===== src/rtl/refpp_pkg.sv =====
package refpp_pkg;
  typedef enum logic {ISS_WAIT = 1'b0, ISS_REQ = 1'b1} iss_state_e;
endpackage


===== src/rtl/refpp_idle_timer.sv =====
module refpp_idle_timer #(
  parameter int IDLE_W = 8
) (
  input  logic              clk_i,
  input  logic              rst_ni,
  input  logic              empty_i,
  input  logic [IDLE_W-1:0] limit_i,
  output logic              ready_o
);
  logic [IDLE_W-1:0] cnt_q;

  always_ff @(posedge clk_i or negedge rst_ni) begin
    if (!rst_ni)              cnt_q <= '0;
    else if (!empty_i)        cnt_q <= '0;
    else if (cnt_q != '1)     cnt_q <= cnt_q + 1'b1;
  end

  // counts prior empty cycles; current cycle must also be empty
  assign ready_o = empty_i && (cnt_q >= limit_i);
endmodule


===== src/rtl/refpp_pend_ctr.sv =====
module refpp_pend_ctr #(
  parameter int MAX_PEND = 8,
  parameter int CNT_W    = $clog2(MAX_PEND + 1)
) (
  input  logic             clk_i,
  input  logic             rst_ni,
  input  logic             tick_i,
  input  logic             dec_i,
  output logic [CNT_W-1:0] cnt_o,
  output logic             owe_o
);
  localparam logic [CNT_W:0] MaxV = (CNT_W+1)'(MAX_PEND);

  logic [CNT_W-1:0] cnt_q;
  logic             owe_q;
  logic [CNT_W:0]   sum;

  always_comb begin
    sum = {1'b0, cnt_q} + {{CNT_W{1'b0}}, tick_i} + {{CNT_W{1'b0}}, owe_q}
        - {{CNT_W{1'b0}}, dec_i};
  end

  always_ff @(posedge clk_i or negedge rst_ni) begin
    if (!rst_ni) begin
      cnt_q <= '0;
      owe_q <= 1'b0;
    end else if (sum > MaxV) begin
      cnt_q <= MaxV[CNT_W-1:0];
      owe_q <= 1'b1;
    end else begin
      cnt_q <= sum[CNT_W-1:0];
      owe_q <= 1'b0;
    end
  end

  assign cnt_o = cnt_q;
  assign owe_o = owe_q;
endmodule


===== src/rtl/ref_postpone_sched.sv =====
module ref_postpone_sched
  import refpp_pkg::*;
#(
  parameter int MAX_PEND = 8,
  parameter int IDLE_W   = 8,
  localparam int CNT_W   = $clog2(MAX_PEND + 1)
) (
  input  logic              clk_i,
  input  logic              rst_ni,
  input  logic              tick_i,
  input  logic              rd_empty_i,
  input  logic              wr_empty_i,
  input  logic              sr_en_i,
  input  logic              sr_active_i,
  input  logic [CNT_W-1:0]  thresh_i,
  input  logic [IDLE_W-1:0] idle_cycles_i,
  input  logic              ref_ack_i,
  output logic              ref_req_o,
  output logic              ref_urgent_o,
  output logic [CNT_W-1:0]  pend_o
);
  localparam logic [CNT_W-1:0] MaxC = CNT_W'(MAX_PEND);

  iss_state_e       state_q;
  logic             urg_q;
  logic             idle_ready;
  logic             ack_ok;
  logic [CNT_W-1:0] cnt;
  logic             owe;
  logic [CNT_W-1:0] eff_thr;
  logic             urgent_c;
  logic             opp_c;

  assign ack_ok = (state_q == ISS_REQ) && ref_ack_i;

  refpp_idle_timer #(.IDLE_W(IDLE_W)) u_idle (
    .clk_i   (clk_i),
    .rst_ni  (rst_ni),
    .empty_i (rd_empty_i && wr_empty_i),
    .limit_i (idle_cycles_i),
    .ready_o (idle_ready)
  );

  refpp_pend_ctr #(.MAX_PEND(MAX_PEND), .CNT_W(CNT_W)) u_pend (
    .clk_i  (clk_i),
    .rst_ni (rst_ni),
    .tick_i (tick_i),
    .dec_i  (ack_ok),
    .cnt_o  (cnt),
    .owe_o  (owe)
  );

  always_comb begin
    eff_thr  = (thresh_i == '0 || thresh_i > MaxC) ? MaxC : thresh_i;
    urgent_c = owe || (cnt >= eff_thr);
    opp_c    = (cnt != '0) && (sr_en_i ? sr_active_i : idle_ready);
  end

  always_ff @(posedge clk_i or negedge rst_ni) begin
    if (!rst_ni) begin
      state_q <= ISS_WAIT;
      urg_q   <= 1'b0;
    end else begin
      case (state_q)
        ISS_WAIT: if (urgent_c || opp_c) begin
          state_q <= ISS_REQ;
          urg_q   <= urgent_c;
        end
        default: if (ref_ack_i) begin
          state_q <= ISS_WAIT;
          urg_q   <= 1'b0;
        end
      endcase
    end
  end

  assign ref_req_o    = (state_q == ISS_REQ);
  assign ref_urgent_o = urg_q;
  assign pend_o       = cnt;
endmodule


===== config.mk =====
export PLATFORM = sky130hd
export DESIGN_NAME = ref_postpone_sched
export DESIGN_NICKNAME = d
export VERILOG_FILES = /design/src/rtl/refpp_pkg.sv /design/src/rtl/refpp_idle_timer.sv /design/src/rtl/refpp_pend_ctr.sv /design/src/rtl/ref_postpone_sched.sv
export SDC_FILE = /design/constraint.sdc
export NUM_CORES = 1
export LEC_CHECK = 0
export BUFFER_PORTS_ARGS = -buffer_cell sky130_fd_sc_hd__buf_4
export CAP_MARGIN = 25
export CELL_PAD_IN_SITES_DETAIL_PLACEMENT = 1
export CELL_PAD_IN_SITES_GLOBAL_PLACEMENT = 2
export CORE_ASPECT_RATIO = 1.5
export CORE_UTILIZATION = 30
export CTS_BUF_LIST = sky130_fd_sc_hd__clkbuf_4
export DETAILED_ROUTE_END_ITERATION = 10
export GPL_ROUTABILITY_DRIVEN = 0
export GPL_TIMING_DRIVEN = 0
export PLACE_DENSITY_LB_ADDON = 0.1
export SYNTH_ARGS = -nofsm -noshare
export SYNTH_HDL_FRONTEND = slang
export SYNTH_SLANG_ARGS = --single-unit

===== constraint.sdc =====
create_clock -name clk_i -period 2.4 [get_ports clk_i]
set_input_delay 0.48 -clock clk_i [delete_from_list [all_inputs] [get_ports clk_i]]
set_output_delay 0.48 -clock clk_i [all_outputs]
set_load 0.05 [all_outputs]

* After elaboration in Yosys (flattened, before gate mapping) *
Index checks and enable logic that the tools add are counted.

cells by class
  $add $sub $neg = 4
  multipliers = 0
  divide/modulo/power cells = 0
  $lt $le $gt $ge = 4
  eq/ne operators = 3
  shift operators = 0
  multiplexer cells = 12
  bitwise logic cells = 0
  reductions and logical operators = 11

operator list
  cell                                                                             count
  8-bit two-way mux                                                                2
  8-bit by 1-bit adder with 8-bit output, second input constant                    1
  8-bit >= comparator                                                              1
  1-bit two-way mux                                                                8
  4-bit two-way mux                                                                2
  8-bit != test, second input constant                                             1
  4-bit by 1-bit adder with 5-bit output                                           1
  5-bit by 1-bit adder with 5-bit output                                           1
  5-bit by 4-bit greater-than comparator with 1-bit output, second input constant  1
  5-bit by 1-bit subtractor with 5-bit output                                      1
  4-bit >= comparator                                                              1
  4-bit greater-than comparator, second input constant                             1
  1-bit logical AND                                                                4
  4-bit logical NOT                                                                1
  2-bit != test, second input constant                                             2
  4-bit nonzero test                                                               1
  1-bit logical OR                                                                 3
  2-bit AND reduction                                                              1
  2-bit nonzero test                                                               1

storage, ports and cells
  register bits = 15
  latch bits = 0
  memory bits (writable) = 0
  bits in read-only memories = 0
  input port bits = 20
  output and inout bits = 6
  word-level logic and storage cells = 39
  memories = 0

* Longest topological paths before layout *
  depth after elaboration = 8
  gate-level depth with buffers = 11
  mapped depth without buffers = 11

* Hierarchy *
A second synthesis with hierarchy kept.

unflattened totals
  cells, all modules = 132
  area total of the unflattened synthesis = 1197.4 sq um

by module, submodules not included
  module              times used  cells an instance  area an instance (sq um)  sequential area each (sq um)
  refpp_idle_timer    1           69                 591.8                     200.2
  refpp_pend_ctr      1           36                 370.4                     125.1
  ref_postpone_sched  1           27                 235.2                     50.0

* Worst setup path after synthesis *
No wires, ideal clock.

  kind = register to register
  start = register state_q (netlist: ref_req_o)
  end = register u_pend.owe_q (netlist: u_pend.owe_o)
  setup time = 0.139 ns
  arrival = 2.400 ns
  data required time = 2.261 ns
  path slack = -0.140 ns
  cell stages (with the launch flop) = 12
  path buffers = 0
  clock period less this slack = 2.540 ns
  path through = dfrtp_1 -> nand2_1 -> inv_1 -> ha_1 -> inv_1 -> fa_1 -> fa_1 -> a21oi_1 -> nor2_1 -> nor2_1 -> xnor2_1 -> o21ai_0

between the ends
  word-level cells in the longest chain between the ends = 4

ends and longest elaborated chain
  element                                                   RTL line                  text
  start: declaration                                        ref_postpone_sched.sv:24  iss_state_e state_q;
  start signal: assignment                                  ref_postpone_sched.sv:61  state_q <= ISS_WAIT;
  start signal: assignment                                  ref_postpone_sched.sv:66  state_q <= ISS_REQ;
  start signal: assignment                                  ref_postpone_sched.sv:70  state_q <= ISS_WAIT;
  1-bit logical AND                                         ref_postpone_sched.sv:34  assign ack_ok = (state_q == ISS_REQ) && ref_ack_i;
  5-bit by 1-bit subtractor with 5-bit output               refpp_pend_ctr.sv:20      - {{CNT_W{1'b0}}, dec_i};
  5-bit by 4-bit greater-than comparator with 1-bit output  refpp_pend_ctr.sv:27      end else if (sum > MaxV) begin
  1-bit two-way mux                                         refpp_pend_ctr.sv:27
  end signal: assignment                                    refpp_pend_ctr.sv:26      owe_q <= 1'b0;
  end signal: assignment                                    refpp_pend_ctr.sv:29      owe_q <= 1'b1;
  end signal: assignment                                    refpp_pend_ctr.sv:32      owe_q <= 1'b0;
  end: declaration                                          refpp_pend_ctr.sv:15      logic owe_q;

Every way passes these cells.
A chain may end at the register's enable or synchronous reset.

* Final worst setup path *
  start = register state_q (netlist: ref_req_o)
  end = register u_pend.cnt_q[1] (netlist: u_pend.cnt_o[1])

between the ends
  word-level cells in the longest chain between the ends = 4

ends and longest elaborated chain
  element                                                   RTL line                  text
  1-bit logical AND *                                       ref_postpone_sched.sv:34
  5-bit by 1-bit subtractor with 5-bit output *             refpp_pend_ctr.sv:20
  5-bit by 4-bit greater-than comparator with 1-bit output  refpp_pend_ctr.sv:27
  4-bit two-way mux *                                       refpp_pend_ctr.sv:27
  end signal: assignment                                    refpp_pend_ctr.sv:28      cnt_q <= MaxV[CNT_W-1:0];
  end signal: assignment                                    refpp_pend_ctr.sv:31      cnt_q <= sum[CNT_W-1:0];
  end: declaration                                          refpp_pend_ctr.sv:14      logic [CNT_W-1:0] cnt_q;

Mark *: on every way between the ends. The rest lies on a longest branch, timed or not.

==> impl_metrics.sql <==
INSERT INTO impl_metrics (metric_group, metric, value, unit) VALUES
('outcome', 'outcome', 'completed', ''),
('critical_path', 'timing.critical_path.to_type', 'register', ''),
('sta', 'worst_margin_slew', '0.505', 'ns'),
('route', 'wire_per_inst', '13.2', 'um'),
('layout', 'area.growth.synth_to_final', '28.2', '%'),
('layout', 'instances_no_fill', '198', ''),
('sta', 'final.setup_skew', '0.00220', 'ns'),
('sta', 'setup_slack', '0.115', 'ns'),
('hold_path', 'hold_class', 'in -> async', ''),
('grt', 'antenna_found_initial', '0', ''),
('layout', 'final_nets', '196', ''),
('power', 'p_total', '1.15', 'mW'),
('route', 'drt_iter0_markers', '8', ''),
('grt', 'grt.total_usage', '0.144', ''),
('grt', 'grt_start_max_net_pins', '16', ''),
('power', 'p_per_area', '779', 'nW/um^2'),
('grt', 'first_global_vias', '1033', ''),
('clock_tree', 'cts_tree', 'yes', ''),
('layout', 'final_design_area_no_fill', '1480', 'um^2'),
('route', 'dr_total_vias', '997', ''),
('yosys', 'synth_top_area_frac', '0.326', ''),
('yosys', 'synth.area.top_cells', 'sky130_fd_sc_hd__dfrtp_1 33%, sky130_fd_sc_hd__ha_1 20%, sky130_fd_sc_hd__inv_1 5.9%, sky130_fd_sc_hd__nor2_1 3.9%, sky130_fd_sc_hd__fa_1 3.5%', ''),
('yosys', 'post_synth_inst_count', '124', ''),
('clock_tree', 'cts.htree.levels', '1', ''),
('clock_tree', 'ctsRootBufferMaster', 'sky130_fd_sc_hd__clkbuf_4', ''),
('yosys', 'commonest_cells_in_the_netlist', '18 x sky130_fd_sc_hd__ha_1, 18 x sky130_fd_sc_hd__inv_1, 15 x sky130_fd_sc_hd__dfrtp_1, 12 x sky130_fd_sc_hd__nor2_1', ''),
('critical_path', 'worst-r2r-cell-count', '11', ''),
('sta', 'fin_setup_tns', '0', 'ns'),
('sta', 'setup_viol', '0', ''),
('sta', 'slew_viols_final', '0', ''),
('die', 'fp-row-count', '27', ''),
('critical_path', 'worstPathArrival', '2.51', 'ns'),
('clock_tree', 'clkLatencyLatePin', '0.28', 'ns'),
('grt', 'grt_busiest_layer', 'met2', ''),
('critical_path', 'worst_ep_required_time', '2.62', 'ns'),
('placement', 'numPortBuffers', '25', ''),
('yosys', 'count_of_synthesis_stage_warnings_from_yosys', '0', ''),
('route', 'totalWireLength', '2.62', 'mm'),
('layout', 'fill_cells', '453', ''),
('placement', 'place.detailed.instances', '192', ''),
('yosys', 'syn_nets', '164', ''),
('grt', 'global_route_wire_length_before_repair', '4.37', 'mm'),
('job', 'drv.max_cap_violation_count', '0', ''),
('clock_tree', 'holdBufCountCts', '0', ''),
('sta', 'finalHoldViolations', '0', ''),
('grt', 'grt.met2_usage', '0.287', ''),
('sta', 'post-route-min-period', '2.29', 'ns'),
('die', 'die_h', '77.9', 'um'),
('route', 'routed_via_density', '5.04', ''),
('placement', 'placedInstanceArea', '1400', 'um^2'),
('yosys', 'dominantRegCellSynth', 'sky130_fd_sc_hd__dfrtp_1', ''),
('route', 'route.detailed.drc', '0', ''),
('critical_path', 'r2r_start', 'ref_req_o', ''),
('placement', 'dp_hpwl', '2.25', 'mm'),
('layout', 'share_of_post_route_cells_with_drive_strength_above_1', '0.297', ''),
('grt', 'grt_remaining_overflow', '0', ''),
('yosys', 'synth_enable_flop_cells', '0', ''),
('yosys', 'async_flop_share', '1.00', ''),
('critical_path', 'reg2reg_setup_slack', '0.11', 'ns'),
('critical_path', 'critical_path_class', 'reg -> reg', ''),
('yosys', 'seq_area_frac_synth', '0.326', ''),
('sta', 'rsz0062_at_grt', 'false', ''),
('sta', 'slew_headroom', '0.655', ''),
('grt', 'use_met3', '0.00588', ''),
('critical_path', 'worstPathMaxFanout', '5', ''),
('die', 'top_level_ports', '26', ''),
('yosys', 'mappedNetlistArea', '1150', 'um^2'),
('critical_path', 'worst_setup_path_start_kind', 'register', ''),
('clock_tree', 'clock_path_buffers', '2', ''),
('die', 'die_width', '52.6', 'um'),
('clock_tree', 'tritoncts.num_buffers', '3', '');
sequential cells by signal (all words and copies together), names as in the netlist:
signal and cells:
ref_req_o 1, ref_urgent_o 1, u_idle.cnt_q 8, u_pend.cnt_o 4, u_pend.owe_o 1
per-stage QoR:
| step | utilization | hold slack (ns) |
|---|---|---|
| 6_report | 0.401 | 0.0370 |
| 3_5_place_dp | 0.380 | 0.350 |
| 5_1_grt | 0.401 | 0.0512 |
| 3_3_place_gp | 0.380 | 0.344 |
| 4_1_cts | 0.392 | 0.0372 |
| 2_1_floorplan | - | 0.184 |
worst max path at each step:
stage,end,cells after the start,slack [ns],start
finish,u_pend.cnt_o[1],11,0.11,ref_req_o
global route,u_pend.cnt_o[0],11,0.003,ref_req_o
CTS,u_pend.cnt_o[0],11,0.05,ref_req_o
detailed placement,u_pend.owe_o,12,-0.32,ref_ack_i
global placement,u_pend.owe_o,12,-0.23,ref_ack_i
floorplan,u_pend.owe_o,11,0.02,ref_req_o
critical path, cell delays in order (launching register included):
cell and delay [ns]:
sky130_fd_sc_hd__dfrtp_2 0.44, sky130_fd_sc_hd__nand2_2 0.08, sky130_fd_sc_hd__inv_2 0.04, sky130_fd_sc_hd__ha_4 0.25, sky130_fd_sc_hd__inv_2 0.03, sky130_fd_sc_hd__fa_2 0.34
sky130_fd_sc_hd__fa_2 0.37, sky130_fd_sc_hd__a21oi_2 0.12, sky130_fd_sc_hd__nor2_1 0.06, sky130_fd_sc_hd__nor2_2 0.12, sky130_fd_sc_hd__xnor2_2 0.17, sky130_fd_sc_hd__and3_1 0.20
kinds of logic (layout without fill, tap and decap cells):
group | count (synthesis) | after routing | share of synthesized area
simple gates | 43 | 43 | 0.200
compound gates | 20 | 20 | 0.124
xor+xnor | 7 | 7 | 0.0532
buf+inv | 18 | 49 | 0.0586
mux | 1 | 1 | 0.00869
fa+ha+maj | 20 | 20 | 0.230
flops | 15 | 15 | 0.326
power breakdown:
group	switching, mW	leakage, nW	total [mW]	internal [mW]
clock	0.0807	0.0184	0.156	0.0757
combinational	0.373	0.531	0.646	0.273
sequential	0.0492	0.194	0.348	0.299
layer usage:
metal	part of all wire	wire, um
met5	0	0
met1	0.36	938
met4	0.011	29
met2	0.60	1580
met3	0.028	74
placed cells by master, fill, tap and decap left out, types with 2 or more instances in the layout:
master                     synthesis  final
sky130_fd_sc_hd__a211oi_1          2      2
sky130_fd_sc_hd__a21oi_1           6      5
sky130_fd_sc_hd__a311oi_1          2      2
sky130_fd_sc_hd__and3_1            6      6
sky130_fd_sc_hd__buf_4             0     27
sky130_fd_sc_hd__clkbuf_4          0      4
sky130_fd_sc_hd__dfrtp_1          15     14
sky130_fd_sc_hd__fa_2              0      2
sky130_fd_sc_hd__ha_1             18     17
sky130_fd_sc_hd__inv_1            18     16
sky130_fd_sc_hd__inv_2             0      2
sky130_fd_sc_hd__nand2_1           5      4
sky130_fd_sc_hd__nand2_2           1      2
sky130_fd_sc_hd__nand2b_1          3      3
sky130_fd_sc_hd__nand3_1           3      3
sky130_fd_sc_hd__nand4_1           3      3
sky130_fd_sc_hd__nor2_1           12     11
sky130_fd_sc_hd__nor2b_1           2      2
sky130_fd_sc_hd__nor3_1            2      2
sky130_fd_sc_hd__o21ai_0           3      2
sky130_fd_sc_hd__xnor2_1           3      2
sky130_fd_sc_hd__xor2_1            4      4
repair_timing:
item	CTS	global route
endpoints found under the setup margin	5	5
pin swaps	1	3
gates resized for setup	5	5
cloned	0	0
setup buffers	0	2
final cells by class:
type / instances / area [um^2] / share of cell area
Timing Repair Buffer: 27 / 203 / 0.137
Sequential cell: 15 / 377 / 0.255
Multi-Input combinational cell: 91 / 747 / 0.506
Tap cell: 43 / 53.8 / 0.0364
Inverter: 18 / 67.6 / 0.0457
Clock buffer: 4 / 30.0 / 0.0203
Note: power is estimated with default switching activity, not from simulation.
